File: src/rtl/cordic_pkg.sv
package cordic_pkg;

    typedef enum logic {
        MODE_VECTOR = 1'b0,
        MODE_ROTATE = 1'b1
    } cordic_mode_e;

    // quarter-turn offset to restore at the output
    typedef enum logic [1:0] {
        QADJ_NONE = 2'd0,
        QADJ_ADD  = 2'd1,
        QADJ_SUB  = 2'd2
    } qadj_e;

    // atan(2^-idx) in a 32-bit angle code where pi = 2^31
    function automatic logic [31:0] atan_unit32(input int idx);
        case (idx)
            0:  return 32'd536870912;
            1:  return 32'd316933406;
            2:  return 32'd167458907;
            3:  return 32'd85004756;
            4:  return 32'd42667331;
            5:  return 32'd21354465;
            6:  return 32'd10679838;
            7:  return 32'd5340245;
            8:  return 32'd2670163;
            9:  return 32'd1335087;
            10: return 32'd667544;
            11: return 32'd333772;
            12: return 32'd166886;
            13: return 32'd83443;
            14: return 32'd41722;
            15: return 32'd20861;
            16: return 32'd10430;
            17: return 32'd5215;
            18: return 32'd2608;
            19: return 32'd1304;
            20: return 32'd652;
            21: return 32'd326;
            22: return 32'd163;
            23: return 32'd81;
            24: return 32'd41;
            25: return 32'd20;
            26: return 32'd10;
            27: return 32'd5;
            28: return 32'd3;
            29: return 32'd1;
            30: return 32'd1;
            default: return 32'd0;
        endcase
    endfunction

    // same constant rounded to a zw-bit angle code (pi = 2^(zw-1))
    function automatic logic [31:0] atan_code(input int idx, input int zw);
        logic [32:0] t;
        t = {1'b0, atan_unit32(idx)};
        if (zw >= 32) return t[31:0];
        t = t + (33'd1 << (31 - zw));
        t = t >> (32 - zw);
        return t[31:0];
    endfunction

endpackage

File: src/rtl/cordic_prerot.sv
module cordic_prerot
    import cordic_pkg::*;
#(
    parameter int XW = 18,
    parameter int ZW = 16,
    parameter int GB = 4,
    parameter int IW = 23
) (
    input  logic                 clk,
    input  logic                 rst,
    input  logic                 in_valid,
    input  cordic_mode_e         in_mode,
    input  logic [XW-1:0]        in_x,
    input  logic [XW-1:0]        in_y,
    input  logic [ZW-1:0]        in_z,
    output logic                 out_valid,
    output cordic_mode_e         out_mode,
    output logic signed [IW-1:0] out_x,
    output logic signed [IW-1:0] out_y,
    output logic [ZW-1:0]        out_z,
    output qadj_e                out_qadj
);
    localparam int EXT = IW - XW - GB;
    localparam logic [ZW-1:0] QUARTER = ZW'(1) << (ZW - 2);

    logic signed [IW-1:0] xe, ye, nx, ny;
    logic [ZW-1:0]        nz;
    qadj_e                nq;

    always_comb begin
        xe = $signed({{EXT{in_x[XW-1]}}, in_x, {GB{1'b0}}});
        ye = $signed({{EXT{in_y[XW-1]}}, in_y, {GB{1'b0}}});
        nx = xe;
        ny = ye;
        nz = in_z;
        nq = QADJ_NONE;
        if (in_mode == MODE_VECTOR) begin
            if (xe < 0) begin
                if (ye >= 0) begin
                    nx = ye;
                    ny = -xe;
                    nq = QADJ_ADD;
                end else begin
                    nx = -ye;
                    ny = xe;
                    nq = QADJ_SUB;
                end
            end
        end else begin
            case (in_z[ZW-1:ZW-2])
                2'b01: begin
                    nx = -ye;
                    ny = xe;
                    nz = in_z - QUARTER;
                end
                2'b10: begin
                    nx = ye;
                    ny = -xe;
                    nz = in_z + QUARTER;
                end
                default: ;
            endcase
        end
    end

    always_ff @(posedge clk) begin
        if (rst) begin
            out_valid <= 1'b0;
            out_mode  <= MODE_VECTOR;
            out_x     <= '0;
            out_y     <= '0;
            out_z     <= '0;
            out_qadj  <= QADJ_NONE;
        end else begin
            out_valid <= in_valid;
            out_mode  <= in_mode;
            out_x     <= nx;
            out_y     <= ny;
            out_z     <= nz;
            out_qadj  <= nq;
        end
    end

    // a vectoring sample leaves pre-rotation in the right half plane
    assert_vec_right_half_R4: assert property (@(posedge clk) disable iff (rst)
        (out_valid && out_mode == MODE_VECTOR) |-> !out_x[IW-1]);

    // a rotation sample leaves pre-rotation with |angle| within a quarter turn
    assert_rot_quarter_R5: assert property (@(posedge clk) disable iff (rst)
        (out_valid && out_mode == MODE_ROTATE) |-> (out_z[ZW-1] == out_z[ZW-2]));

endmodule

File: src/rtl/cordic_stage.sv
module cordic_stage
    import cordic_pkg::*;
#(
    parameter int IW    = 23,
    parameter int ZW    = 16,
    parameter int SHIFT = 0
) (
    input  logic                 clk,
    input  logic                 rst,
    input  logic                 in_valid,
    input  cordic_mode_e         in_mode,
    input  logic signed [IW-1:0] in_x,
    input  logic signed [IW-1:0] in_y,
    input  logic [ZW-1:0]        in_z,
    input  qadj_e                in_qadj,
    output logic                 out_valid,
    output cordic_mode_e         out_mode,
    output logic signed [IW-1:0] out_x,
    output logic signed [IW-1:0] out_y,
    output logic [ZW-1:0]        out_z,
    output qadj_e                out_qadj
);
    localparam logic [31:0]   ANG32 = atan_code(SHIFT, ZW);
    localparam logic [ZW-1:0] ANG   = ANG32[ZW-1:0];

    logic signed [IW-1:0] xs, ys, nx, ny;
    logic [ZW-1:0]        nz;
    logic                 turn_ccw;

    always_comb begin
        xs = in_x >>> SHIFT;
        ys = in_y >>> SHIFT;
        turn_ccw = (in_mode == MODE_ROTATE) ? ~in_z[ZW-1] : in_y[IW-1];
        if (turn_ccw) begin
            nx = in_x - ys;
            ny = in_y + xs;
            nz = in_z - ANG;
        end else begin
            nx = in_x + ys;
            ny = in_y - xs;
            nz = in_z + ANG;
        end
    end

    always_ff @(posedge clk) begin
        if (rst) begin
            out_valid <= 1'b0;
            out_mode  <= MODE_VECTOR;
            out_x     <= '0;
            out_y     <= '0;
            out_z     <= '0;
            out_qadj  <= QADJ_NONE;
        end else begin
            out_valid <= in_valid;
            out_mode  <= in_mode;
            out_x     <= nx;
            out_y     <= ny;
            out_z     <= nz;
            out_qadj  <= in_qadj;
        end
    end

    // in vectoring mode each micro-rotation can only lengthen x
    assert_vec_x_grows_R3: assert property (@(posedge clk) disable iff (rst)
        (in_valid && in_mode == MODE_VECTOR) |=> (out_x >= $past(in_x)));

    // valid and mode advance one stage per clock
    assert_mode_carried_R2: assert property (@(posedge clk) disable iff (rst)
        in_valid |=> (out_valid && out_mode == $past(in_mode)));

    // no valid appears without one upstream
    assert_no_ghost_R8: assert property (@(posedge clk) disable iff (rst)
        !in_valid |=> !out_valid);

endmodule

File: src/rtl/cordic_postcorr.sv
module cordic_postcorr
    import cordic_pkg::*;
#(
    parameter int XW   = 18,
    parameter int ZW   = 16,
    parameter int GB   = 4,
    parameter int IW   = 23,
    parameter int ITER = 14
) (
    input  logic                 clk,
    input  logic                 rst,
    input  logic                 in_valid,
    input  cordic_mode_e         in_mode,
    input  logic signed [IW-1:0] in_x,
    input  logic signed [IW-1:0] in_y,
    input  logic [ZW-1:0]        in_z,
    input  qadj_e                in_qadj,
    output logic                 out_valid,
    output logic                 out_mode,
    output logic [XW-1:0]        out_x,
    output logic [XW-1:0]        out_y,
    output logic [ZW-1:0]        out_z
);
    localparam logic [ZW-1:0] QUARTER = ZW'(1) << (ZW - 2);
    localparam logic [31:0]   LAST32  = atan_code(ITER - 1, ZW);
    localparam int            SETTLE  = int'(LAST32) + ITER;

    logic [ZW-1:0] zfix;

    always_comb begin
        case (in_qadj)
            QADJ_ADD: zfix = in_z + QUARTER;
            QADJ_SUB: zfix = in_z - QUARTER;
            default:  zfix = in_z;
        endcase
    end

    always_ff @(posedge clk) begin
        if (rst) begin
            out_valid <= 1'b0;
            out_mode  <= 1'b0;
            out_x     <= '0;
            out_y     <= '0;
            out_z     <= '0;
        end else begin
            out_valid <= in_valid;
            out_mode  <= (in_mode == MODE_ROTATE);
            out_x     <= in_x[GB+XW-1:GB];
            out_y     <= in_y[GB+XW-1:GB];
            out_z     <= zfix;
        end
    end

    // reset empties the output register
    assert_reset_flush_R7: assert property (@(posedge clk)
        rst |=> (!out_valid && out_x == '0 && out_y == '0 && out_z == '0));

    // the rotation angle has been driven to a small residual
    assert_rot_settled_R5: assert property (@(posedge clk) disable iff (rst)
        (out_valid && out_mode) |->
            ($signed(out_z) <= SETTLE && $signed(out_z) >= -SETTLE));

endmodule

File: src/rtl/cordic_engine.sv
module cordic_engine
    import cordic_pkg::*;
#(
    parameter int XW   = 18,
    parameter int ZW   = 16,
    parameter int ITER = 14
) (
    input  logic          clk,
    input  logic          rst,
    input  logic          in_valid,
    input  logic          in_mode,
    input  logic [XW-1:0] in_x,
    input  logic [XW-1:0] in_y,
    input  logic [ZW-1:0] in_z,
    output logic          out_valid,
    output logic          out_mode,
    output logic [XW-1:0] out_x,
    output logic [XW-1:0] out_y,
    output logic [ZW-1:0] out_z
);
    localparam int GB = $clog2(ITER);
    localparam int IW = XW + GB + 1;

    // capture register
    logic          cap_v;
    cordic_mode_e  cap_m;
    logic [XW-1:0] cap_x, cap_y;
    logic [ZW-1:0] cap_z;

    always_ff @(posedge clk) begin
        if (rst) begin
            cap_v <= 1'b0;
            cap_m <= MODE_VECTOR;
            cap_x <= '0;
            cap_y <= '0;
            cap_z <= '0;
        end else begin
            cap_v <= in_valid;
            cap_m <= cordic_mode_e'(in_mode);
            cap_x <= in_x;
            cap_y <= in_y;
            cap_z <= in_z;
        end
    end

    logic                 pv [0:ITER];
    cordic_mode_e         pm [0:ITER];
    logic signed [IW-1:0] px [0:ITER];
    logic signed [IW-1:0] py [0:ITER];
    logic [ZW-1:0]        pz [0:ITER];
    qadj_e                pq [0:ITER];

    cordic_prerot #(.XW(XW), .ZW(ZW), .GB(GB), .IW(IW)) u_prerot (
        .clk      (clk),
        .rst      (rst),
        .in_valid (cap_v),
        .in_mode  (cap_m),
        .in_x     (cap_x),
        .in_y     (cap_y),
        .in_z     (cap_z),
        .out_valid(pv[0]),
        .out_mode (pm[0]),
        .out_x    (px[0]),
        .out_y    (py[0]),
        .out_z    (pz[0]),
        .out_qadj (pq[0])
    );

    for (genvar i = 0; i < ITER; i++) begin : g_stage
        cordic_stage #(.IW(IW), .ZW(ZW), .SHIFT(i)) u_stage (
            .clk      (clk),
            .rst      (rst),
            .in_valid (pv[i]),
            .in_mode  (pm[i]),
            .in_x     (px[i]),
            .in_y     (py[i]),
            .in_z     (pz[i]),
            .in_qadj  (pq[i]),
            .out_valid(pv[i+1]),
            .out_mode (pm[i+1]),
            .out_x    (px[i+1]),
            .out_y    (py[i+1]),
            .out_z    (pz[i+1]),
            .out_qadj (pq[i+1])
        );
    end

    cordic_postcorr #(.XW(XW), .ZW(ZW), .GB(GB), .IW(IW), .ITER(ITER)) u_post (
        .clk      (clk),
        .rst      (rst),
        .in_valid (pv[ITER]),
        .in_mode  (pm[ITER]),
        .in_x     (px[ITER]),
        .in_y     (py[ITER]),
        .in_z     (pz[ITER]),
        .in_qadj  (pq[ITER]),
        .out_valid(out_valid),
        .out_mode (out_mode),
        .out_x    (out_x),
        .out_y    (out_y),
        .out_z    (out_z)
    );

endmodule

File: config.mk
export PLATFORM = sky130hd
export DESIGN_NAME = cordic_engine
export DESIGN_NICKNAME = d
export VERILOG_FILES = /design/src/rtl/cordic_pkg.sv /design/src/rtl/cordic_prerot.sv /design/src/rtl/cordic_stage.sv /design/src/rtl/cordic_postcorr.sv /design/src/rtl/cordic_engine.sv
export SDC_FILE = /design/constraint.sdc
export NUM_CORES = 2
export LEC_CHECK = 0
export BUFFER_PORTS_ARGS = -buffer_cell sky130_fd_sc_hd__buf_4
export CORE_MARGIN = 1
export CORE_UTILIZATION = 65
export DETAILED_ROUTE_END_ITERATION = 12
export PLACE_DENSITY = 0.92
export SLEW_MARGIN = 20
export SYNTH_ARGS = -nofsm -noshare
export SYNTH_HDL_FRONTEND = slang
export SYNTH_HIERARCHICAL = 1
export SYNTH_SLANG_ARGS = --single-unit
File: constraint.sdc
create_clock -name clk -period 7.15 [get_ports clk]
set_input_delay 0.3575 -clock clk [delete_from_list [all_inputs] [get_ports clk]]
set_output_delay 0.3575 -clock clk [all_outputs]
set_load 0.01 [all_outputs]
Yosys cells after proc, flatten, opt, wreduce, memory -nomap -nowiden
Index checks and enable logic that the tools add are counted.
{ "classes": {"n_eq_ne": 4, "addsub": 89, "n_lt_le_gt_ge": 2, "reduce_logical": 1, "bitwise_logic": 15, "muxes": 68} }
{ "ops": {"columns": ["operator", "count"], "rows": [
  ["23-bit two-way mux", 32],
  ["16-bit two-way mux", 15],
  ["23-bit one-hot mux with 2 select lines", 2],
  ["16-bit one-hot mux with 2 select lines", 2],
  ["23-bit by 11-bit adder with 23-bit output", 2],
  ["23-bit by 12-bit adder with 23-bit output", 2],
  ["23-bit by 13-bit adder with 23-bit output", 2],
  ["23-bit by 14-bit adder with 23-bit output", 2],
  ["23-bit by 15-bit adder with 23-bit output", 2],
  ["23-bit by 16-bit adder with 23-bit output", 2],
  ["23-bit by 17-bit adder with 23-bit output", 2],
  ["23-bit by 18-bit adder with 23-bit output", 2],
  ["23-bit by 19-bit adder with 23-bit output", 2],
  ["23-bit by 20-bit adder with 23-bit output", 2],
  ["23-bit by 21-bit adder with 23-bit output", 2],
  ["23-bit by 22-bit adder with 23-bit output", 2],
  ["22-bit negation with 23-bit output", 2],
  ["23-bit by 11-bit subtractor with 23-bit output", 2],
  ["23-bit by 12-bit subtractor with 23-bit output", 2],
  ["23-bit by 13-bit subtractor with 23-bit output", 2],
  ["23-bit by 14-bit subtractor with 23-bit output", 2],
  ["23-bit by 15-bit subtractor with 23-bit output", 2],
  ["23-bit by 16-bit subtractor with 23-bit output", 2],
  ["23-bit by 17-bit subtractor with 23-bit output", 2],
  ["other kinds (48)", 88]
]} }
{ "word_totals": {"in_bits": 56, "out_inout_bits": 54, "ff_bits": 1096} }

Longest topological paths before layout
{ "depth": {"ltp_word": 4, "mapped_depth": 17} }

Cells and area by module
Netlist, hierarchy kept.
{ "by_module_without_submodules": {"columns": ["mod", "area_per_inst_um2", "seq_area_each_um2", "cells_per_inst", "instances"], "rows": [
  ["cordic_stage at g_stage[1].u_stage", 5954.5, 1321.3, 764, 1],
  ["cordic_stage at g_stage[0].u_stage", 5835.6, 1301.2, 773, 1],
  ["cordic_stage at g_stage[7].u_stage", 5669.2, 1321.3, 710, 1],
  ["cordic_stage at g_stage[2].u_stage", 5645.4, 1321.3, 713, 1],
  ["cordic_stage at g_stage[6].u_stage", 5516.5, 1321.3, 670, 1],
  ["cordic_stage at g_stage[3].u_stage", 5505.3, 1321.3, 683, 1],
  ["cordic_stage at g_stage[11].u_stage", 5446.5, 1321.3, 663, 1],
  ["cordic_stage at g_stage[8].u_stage", 5392.7, 1321.3, 658, 1],
  ["cordic_stage at g_stage[5].u_stage", 5375.2, 1321.3, 653, 1],
  ["cordic_stage at g_stage[10].u_stage", 5353.9, 1321.3, 659, 1],
  ["cordic_stage at g_stage[13].u_stage", 5328.9, 1321.3, 645, 1],
  ["cordic_stage at g_stage[9].u_stage", 5303.8, 1321.3, 642, 1],
  ["cordic_stage at g_stage[4].u_stage", 5282.6, 1321.3, 654, 1],
  ["cordic_stage at g_stage[12].u_stage", 5233.8, 1321.3, 647, 1],
  ["+3 rows", null, null, null, null]
]} }

Least setup slack after synthesis
No wires, ideal clock.
{ "synth_path": {"path_type": "flip-flop to flip-flop", "start": "register g_stage[8].u_stage.out_y[13]", "end": "register g_stage[9].u_stage.out_x[21]", "required_time_ps": 7029, "t_arrival_ps": 3837, "path_stages_with_launch": 15, "period_less_slack_ps": 3958, "n_path_buf": 0, "slack_ps": 3192, "setup_time_ps": 121, "path_cell_list": "dfxtp_1 > nor4_2 > or4b_4 > or3_4 > nor3_4 > a21oi_2 > mux2i_1 > ha_1 > and3_1 > a221oi_1 > o21ai_0 > or3_1 > o22a_1 > a31oi_1 > mux2_2"} }
{ "synth_between": {"elab_chain_cells": 2, "elab_cells_between_ends": 3, "cone_classes": "add/sub (2); mux (1)"} }
{ "synth_rtl": {"columns": ["element", "line_no", "rtl"], "rows": [
  ["start: declaration", "cordic_stage.sv:19", "output logic signed [IW-1:0] out_y,"],
  ["start signal: assignment", "cordic_stage.sv:57", "out_y <= ny;"],
  ["23-bit by 14-bit adder with 23-bit output / 23-bit by 14-bit subtractor with 23-bit output (equally long branches)", "cordic_stage.sv:39, cordic_stage.sv:35", null],
  ["23-bit two-way mux *", "cordic_stage.sv:34", "if (turn_ccw) begin"],
  ["end signal: assignment", "cordic_stage.sv:56", "out_x <= nx;"],
  ["end: declaration", "cordic_stage.sv:18", "output logic signed [IW-1:0] out_x,"]
]} }
Every way passes the cells marked *; elsewhere a longest branch is shown, timed or not.
A chain may end at the register's enable or synchronous reset.

Worst setup path after layout
{ "layout_path": {"start": "register g_stage[8].u_stage.out_y[22]", "end": "register g_stage[9].u_stage.out_x[21]"} }
{ "layout_between": {"elab_chain_cells": 2, "elab_cells_between_ends": 4, "cone_classes": "add/sub (2); mux (2)"} }
{ "layout_rtl": {"columns": ["element", "line_no", "rtl"], "rows": [
  ["23-bit by 14-bit adder with 23-bit output, or another cell as far along", "cordic_stage.sv:39", "nx = in_x + ys;"],
  ["23-bit two-way mux *", "cordic_stage.sv:34", null]
]} }
Marked as above.

==> flow_summary.ini <==
[routing]
wl_per_cell_microns = 21.14
via_per_inst = 6.513
drtIter0Drc = 8510
wirelength_microns = 253000
antenna_left = 0
dr.pass1.iters = 9
drc = 0
num_vias = 77953

[run_status]
status = finished, final reports clean

[layout]
nets = 11265
seqCellArea_sq_um = 21600
drive_above_1_share = 0.06107
area_delta_synth_final_pct = 7.733
final_util = 0.7050
multi_input_area_sq_um = 58860
fillers = 10007

[setup_path]
startpoint_type = flip-flop
path_cells = nor2_1, a21o_1, clkinv_1, a21oi_2, mux2i_1, ha_1, and3_1, a221oi_1, o21ai_0, or3_1, o22a_1, a31oi_1, mux2_2
reg2reg_setup_slack_ps = 2190
crit_required_ps = 7780
crit_buf_inv = 1
cp.depth = 13
cp_max_fo = 34
cp-end-kind = flip-flop
critPathArrivalTime_ps = 5590
rr_worst_depth = 13
crit_family = compound AO/OA/AOI/OAI gates
cpPeakStageDelay_ps = 820
critPathKind = reg -> reg
crit_slowest_cell = clkinv_1

[placed_design]
place.port_buffers = 109
dp_hpwl_microns = 192400
gp_congestion = 1.037
pre_cts_slack_ps = 2286

[die]
coreArea_sq_um = 127400
dieArea_sq_um = 129700
ios = 110
die_h_microns = 360.1
start_util = 0.6544
die_w_microns = 360.1
rows = 131

[job]
max_cap_violations = 0

[clocking]
cts_root_buf = clkbuf_16
htreeDepth = 3
cts_buffers = 116
cts_resized = 0
clk_path_buf_depth = 3
cts.sinks = 1079
tritoncts = yes
clk_latency_ps = 760
cts.clk_slew.worst_paths_ps = 70
hold_buffers = 58
postCtsSetupBuffers = 0

[sta]
report.final.slew_viol_count = 0
skew_ps = 39.86
fmax_mhz = 201.5
setup_tns_ps = 0
rsz0062_at_grt = false
finalSetupViolCount = 0
finalCriticalPeriod_ps = 4962
fin_crit_sh = 0.6940
setup_ws_ps = 2188
slew_headroom = 0.2531
tightest_slew_ps = 1113
hold_viol_final = 0

[synth]
syn_inst = 10260
avgSynthCellArea_sq_um = 8.123
yosysWarnings = 6
synth_area_sq_um = 83340

[global_routing]
overflow = 0
grt_max_degree = 192
grt_pass1_wl_microns = 398000
antenna_found_initial = 14
track_usage = 0.3753
first_global_vias = 74391

[min_path]
hold_path_class = in -> reg
whs_path_depth = 3
[sequential cells by signal, summed over array words and instances, names as in the netlist, 19 cells and up]
register	count
u_prerot/out_x	19
g_stage.u_stage/out_qadj	28
g_stage.u_stage/out_y	317
g_stage.u_stage/out_x	316
u_prerot/out_y	19
g_stage.u_stage/out_z	224
[per-stage QoR]
stage,cell area (sq um),std cells,hold WS (ps)
final,89790,11968,363.3
after global routing,89770,11962,369.2
after CTS,89770,11961,312.3
after detailed placement,85030,11689,421.2
after global placement,85030,11689,412.6
after floorplan,83370,10267,410.9
[path summary, 6_finish.rpt]
| check | from | end |
|---|---|---|
| setup / recovery | g_stage[8].u_stage/out_y[22] | g_stage[9].u_stage/out_x[21] |
| hold / removal | in_y[14] | cap_y[14] |
| setup reg to reg | g_stage[8].u_stage/out_y[22] | g_stage[9].u_stage/out_x[21] |
| hold reg to reg | g_stage[13].u_stage/out_y[15] | u_post/out_y[11] |
[cell usage in the layout, fill, tap and decap left out, types with 318 or more instances in the layout]
cell / count
nor2_1: 1263
dfxtp_1: 1079
ha_1: 963
a21oi_1: 850
nand2_1: 612
o21ai_0: 524
xnor2_1: 510
xor2_1: 417
nor2b_1: 389
inv_1: 355
a21o_1: 318
[routing by layer]
metal / share of wire / global-route usage / routed length [microns]
met5: 0.00015 / 0 / 37
met4: 0.041 / 0.1512 / 10380
met3: 0.10 / 0.08286 / 25230
met2: 0.44 / 0.5956 / 110500
met1: 0.42 / 0.4921 / 106800
[area by class of cell]
cell class                      count  share of cell area
Multi-Input combinational cell   8441              0.6555
Sequential cell                  1079              0.2406
Clock buffer                      143             0.03524
Tap cell                         1662             0.02316
Timing Repair Buffer              200             0.01898
Inverter                          365             0.01526
Clock inverter                     71             0.01108
Antenna cell                        7           0.0001951
[worst reg2reg max path: stages (launching register included)]
cell      delay, ps
dfxtp_1         490
nor2_1          190
a21o_1          380
clkinv_1        820
a21oi_2         540
mux2i_1         160
ha_1            400
and3_1          250
a221oi_1        290
o21ai_0         180
or3_1           340
o22a_1          240
a31oi_1         190
mux2_2          350
Power is left out: the tool's default activity adds up to more than one toggle a clock period on the data nets, which glitch-free logic cannot reach.
